[config.mk]
export PLATFORM = sky130hd
export DESIGN_NAME = irl_resolver
export DESIGN_NICKNAME = d
export VERILOG_FILES = /design/src/rtl/irl_pkg.sv /design/src/rtl/irl_prio_enc.sv /design/src/rtl/irl_update_sel.sv /design/src/rtl/irl_hold_reg.sv /design/src/rtl/irl_resolver.sv
export SDC_FILE = /design/constraint.sdc
export NUM_CORES = 1
export LEC_CHECK = 0
export BUFFER_PORTS_ARGS = -buffer_cell sky130_fd_sc_hd__buf_2
export CAP_MARGIN = 20
export CORE_MARGIN = 4
export CORE_UTILIZATION = 46
export DETAILED_ROUTE_END_ITERATION = 8
export PLACE_DENSITY = 0.82
export REMOVE_ABC_BUFFERS = 1
export SYNTH_ARGS = -nofsm -noshare
export SYNTH_HDL_FRONTEND = slang
export SYNTH_SLANG_ARGS = --single-unit
[constraint.sdc]
create_clock -name clk -period 2.4 [get_ports clk]
set_input_delay 0.12 -clock clk [delete_from_list [all_inputs] [get_ports clk]]
set_output_delay 0.12 -clock clk [all_outputs]
set_load 0.1 [all_outputs]
[src/rtl/irl_pkg.sv]
package irl_pkg;

    localparam int LINE_W    = 16;
    localparam int IDX_W     = 8;
    localparam int LVL_W     = $clog2(LINE_W);
    localparam int EXT_TAG_W = IDX_W - LVL_W;

    typedef logic [IDX_W-1:0] trap_idx_t;
    typedef logic [LVL_W-1:0] level_t;

    localparam trap_idx_t EXT_BASE = trap_idx_t'(8'h10);

    typedef struct packed {
        logic   hit;
        level_t lvl;
    } prio_t;

    typedef enum logic [2:0] {
        UPD_HOLD,
        UPD_ACCEPT,
        UPD_LOAD,
        UPD_IRQ,
        UPD_DROP
    } upd_e;

    typedef struct packed {
        upd_e      kind;
        trap_idx_t nxt;
    } upd_t;

    function automatic logic is_ext(input trap_idx_t idx);
        return idx[IDX_W-1:LVL_W] == EXT_BASE[IDX_W-1:LVL_W];
    endfunction

    function automatic trap_idx_t mk_ext(input level_t lvl);
        return EXT_BASE | {{EXT_TAG_W{1'b0}}, lvl};
    endfunction

endpackage

[src/rtl/irl_prio_enc.sv]
module irl_prio_enc
    import irl_pkg::*;
#(
    parameter int W = LINE_W
) (
    input  logic [W-1:0] lines,
    output prio_t        prio
);
    // each stage forwards the winner of the lines above it; bit 0 never wins
    prio_t stage [W+1];

    assign stage[W] = '0;

    generate
        for (genvar g = W - 1; g >= 0; g--) begin : g_stage
            if (g == 0) begin : g_skip
                assign stage[g] = stage[g+1];
            end else begin : g_bit
                assign stage[g] = stage[g+1].hit ? stage[g+1]
                                : (lines[g] ? prio_t'{hit: 1'b1, lvl: level_t'(g)}
                                            : prio_t'('0));
            end
        end
    endgenerate

    assign prio = stage[0];
endmodule

[src/rtl/irl_update_sel.sv]
module irl_update_sel
    import irl_pkg::*;
(
    input  trap_idx_t cur,
    input  prio_t     prio,
    input  logic      sync_load,
    input  trap_idx_t sync_idx,
    input  logic      trap_taken,
    output upd_t      upd
);
    logic cur_open;

    // levels may only write an empty index or one they wrote themselves
    assign cur_open = (cur == '0) || is_ext(cur);

    always_comb begin
        upd.kind = UPD_HOLD;
        upd.nxt  = cur;
        if (trap_taken) begin
            upd.kind = UPD_ACCEPT;
            upd.nxt  = '0;
        end else if (sync_load) begin
            upd.kind = UPD_LOAD;
            upd.nxt  = sync_idx;
        end else if (prio.hit && cur_open) begin
            upd.kind = UPD_IRQ;
            upd.nxt  = mk_ext(prio.lvl);
        end else if (!prio.hit && is_ext(cur)) begin
            upd.kind = UPD_DROP;
            upd.nxt  = '0;
        end
    end
endmodule

[src/rtl/irl_hold_reg.sv]
module irl_hold_reg
    import irl_pkg::*;
(
    input  logic      clk,
    input  logic      rst,
    input  upd_t      upd,
    output trap_idx_t idx,
    output logic      req,
    output logic      kick
);
    always_ff @(posedge clk) begin
        if (rst) begin
            idx  <= '0;
            req  <= 1'b0;
            kick <= 1'b0;
        end else begin
            idx  <= upd.nxt;
            kick <= (upd.nxt != idx) && (upd.nxt != '0);
            case (upd.kind)
                UPD_ACCEPT, UPD_DROP: req <= 1'b0;
                UPD_LOAD, UPD_IRQ:    req <= (upd.nxt != '0);
                default:              req <= req;
            endcase
        end
    end
endmodule

[src/rtl/irl_resolver.sv]
module irl_resolver
    import irl_pkg::*;
#(
    parameter int LINES = LINE_W,
    parameter int IW    = IDX_W
) (
    input  logic             clk,
    input  logic             rst,
    input  logic [LINES-1:0] irq_lines,
    input  logic             sync_load,
    input  logic [IW-1:0]    sync_idx,
    input  logic             trap_taken,
    output logic [IW-1:0]    pend_idx,
    output logic             core_req,
    output logic             core_kick
);
    prio_t     prio;
    upd_t      upd;
    trap_idx_t held;

    irl_prio_enc #(.W(LINES)) u_prio (
        .lines (irq_lines),
        .prio  (prio)
    );

    irl_update_sel u_sel (
        .cur        (held),
        .prio       (prio),
        .sync_load  (sync_load),
        .sync_idx   (trap_idx_t'(sync_idx)),
        .trap_taken (trap_taken),
        .upd        (upd)
    );

    irl_hold_reg u_hold (
        .clk  (clk),
        .rst  (rst),
        .upd  (upd),
        .idx  (held),
        .req  (core_req),
        .kick (core_kick)
    );

    assign pend_idx = IW'(held);
endmodule

==> flow_summary.yaml <==
synthesis:
  synth_adder_area_share_pct: 0
  ys_async_sr_fraction_pct: 0
  synth_top_family_by_area: "compound AO/OA/AOI/OAI gates"
  netlist_area_um2: 862.1
  synth.avg_cell_area_um2: 7.766
  ys_ff_latch: 10
  synthDistinctLibCells: 41
  synthXorXnorAreaFrac_pct: 1.016
  yosys_warnings: 0
  synth_cells: 111
  synthSimpleGateAreaFrac_pct: 32.66
  synthMuxAreaShare_pct: 4.644
  synth_flop_cell: "dfxtp_1"
  synth_edf_count: 0
  ys_seq_area_share_pct: 23.22
  synth_compound_area_share_pct: 34.54
clocking:
  clk_pin_slew_worst_paths_ps: 60
  clock-sinks: 10
  htree_levels: 1
  ctsResizeCount: 0
  clk_latency_ps: 260
  post_cts_buffers: 0
  root_buffer: "clkbuf_4"
  numCtsBuffers: 3
  cts_tree: "yes"
  clock_path_buffers: 2
  ctsHoldBuffers: 0
routing:
  drt_iter0_markers: 34
  drt_pass1_iterations: 4
  vias_per_cell: 6.310
  finalWirelength_um: 2719
  antenna_left: 0
  drc_errors: 0
  wl_per_cell_um: 15.63
  vias: 1098
grt:
  grt_pass1_vias: 970
  antenna_found_initial: 0
  grt_usage_pct: 20.85
  grt_max_degree: 16
  grt_overflow_total: 0
  grt_pass1_wl_um: 4209
floorplan:
  dieArea_um2: 2631
  core.rowCount: 15
  die_y_um: 51.29
  ios: 38
  start_util_pct: 49.39
  die_w_um: 51.29
  core_area_um2: 1745
cells_and_area:
  fin_nets: 179
  syn_to_final_growth_pct: 31.20
  nFillCells: 151
  multiInputGateArea_um2: 659.4
  antenna_cells: 0
  stdcell_count: 174
  final_layout_size_suffix_gt1_share_pct: 36.24
  seq_area_um2: 200.2
sta:
  slew_viol_final: 0
  fin_skew_ps: 3.555
  fin_crit_ps: 2281
  worst_slack_ps: 119.4
  holdWs_ps: 174.3
  fmax_mhz: 438.5
  fin_crit_sh_pct: 95.03
  hold_violations: 0
  fin_tns_setup_ps: 0
  tightest_slew_ps: 655.0
  max_slew_margin_pct: 55.21
  setup_viol: 0
placement:
  pre_cts_slack_ps: 48.35
  dp_hpwl_um: 2067
  dp.cells: 171
  globalplace.congestion: 0.8766
  port_buffers: 36
setup_path:
  worst_setup_path_end_kind: "flip-flop"
  critPathMaxFanout: 6
  cp.arrival_ps: 2420
  path_class: "flip-flop to flip-flop"
  critPathRequiredTime_ps: 2540
  worst_setup_path_start_kind: "flip-flop"
pwr:
  p_leak_nw: 0.4746
  p_per_area_nw_per_um2: 487.6
  ir_worst_vdd_mv: 0.3901
  total_power_w: 0.0005515
flow_run:
  drv_cap: 0
run_status:
  outcome: "finished clean"
worst_hold_path:
  hold_class: "input pin to flip-flop"
==> kinds of logic (layout without fill, tap and decap cells) <==
| kind of cell | Yosys count | in the layout |
|---|---|---|
| AND/OR/NAND/NOR | 48 | 48 |
| AO/OA/AOI/OAI | 39 | 39 |
| flip-flops | 10 | 10 |
| buffers and inverters | 9 | 47 |
| multiplexers | 4 | 4 |
| XOR/XNOR | 1 | 1 |
==> area by class of cell <==
type | count | area share [%]
well taps | 25 | 2.765
clock buffers | 3 | 1.991
repair buffers | 38 | 17.26
inverters | 6 | 1.991
multi-input cells | 92 | 58.30
flip-flops and latches | 10 | 17.70
==> cells in the final DEF, fill, tap and decap left out, types with 2 or more instances in the layout <==
cell | synthesis | routed
nand2_1 | 8 | 8
nor3_1 | 8 | 7
mux2i_1 | 4 | 4
nor2_1 | 10 | 10
clkbuf_4 | 0 | 3
a211oi_1 | 3 | 3
o31a_1 | 2 | 2
dfxtp_1 | 10 | 10
o31ai_1 | 4 | 4
buf_2 | 0 | 36
a2111oi_0 | 3 | 2
o21ai_1 | 2 | 2
and3_1 | 2 | 2
nor2b_1 | 8 | 8
o21ai_0 | 4 | 4
o21a_1 | 3 | 3
nor4_1 | 5 | 3
nor4_2 | 1 | 3
inv_1 | 5 | 5
a21oi_1 | 4 | 4
buf_4 | 0 | 2
==> metal layers <==
metal	GRT usage, %	wire length, um
met5	0	0
met4	6.550	59
met3	3.499	215
met2	36.05	1344
met1	26.19	1100
==> sequential cells by signal, indices dropped and copies added (netlist names) <==
name	count
u_hold.idx	8
u_hold.kick	1
u_hold.req	1
==> worst max-delay path: stages (launching register included) <==
cell and delay, ps:
dfxtp_1 370, nor4_2 390, o21ai_1 210, a2111oi_0 420, o31a_1 270, a2111oi_4 80, nor4_2 320, a311oi_1 90
==> cells in the mapped netlist (2+ instances only) <==
| library cell | count | area (um^2) |
|---|---|---|
| dfxtp_1 | 10 | 200.2 |
| nor2_1 | 10 | 37.54 |
| nand2_1 | 8 | 30.03 |
| nor2b_1 | 8 | 50.05 |
| nor3_1 | 8 | 40.04 |
| inv_1 | 5 | 18.77 |
| nor4_1 | 5 | 31.28 |
| a21oi_1 | 4 | 20.02 |
| mux2i_1 | 4 | 40.04 |
| o21ai_0 | 4 | 20.02 |
| o31ai_1 | 4 | 30.03 |
| a2111oi_0 | 3 | 26.28 |
| a211oi_1 | 3 | 22.52 |
| clkbuf_1 | 3 | 11.26 |
| o21a_1 | 3 | 22.52 |
| and3_1 | 2 | 12.51 |
| o21ai_1 | 2 | 10.01 |
| o31a_1 | 2 | 17.52 |
==> report_power, final <==
group | total (W) | internal, W | switching, W
logic | 0.000248 | 0.0000757 | 0.000173
registers | 0.000191 | 0.000177 | 0.0000142
clock network | 0.000112 | 0.0000578 | 0.0000538
==> path summary, 6_finish.rpt <==
kind | slack, ps | startpoint | endpoint | cells past startpoint
hold / removal | 170 | rst | u_hold.idx[0] | 2
setup reg to reg | 120 | u_hold.idx[5] | u_hold.kick | 7
hold reg to reg | 470 | u_hold.req | u_hold.req | 2
setup / recovery | 120 | u_hold.idx[5] | u_hold.kick | 7
==> metrics by stage <==
| stage | util, % | cell area (um^2) |
|---|---|---|
| after detailed placement | 61.72 | 1077 |
| after floorplan | - | 850.8 |
| after global placement | 61.72 | 1077 |
| after global routing | 64.80 | 1131 |
| after CTS | 63.01 | 1100 |
| final | 64.80 | 1131 |
Note: power is estimated with default switching activity, not from simulation.
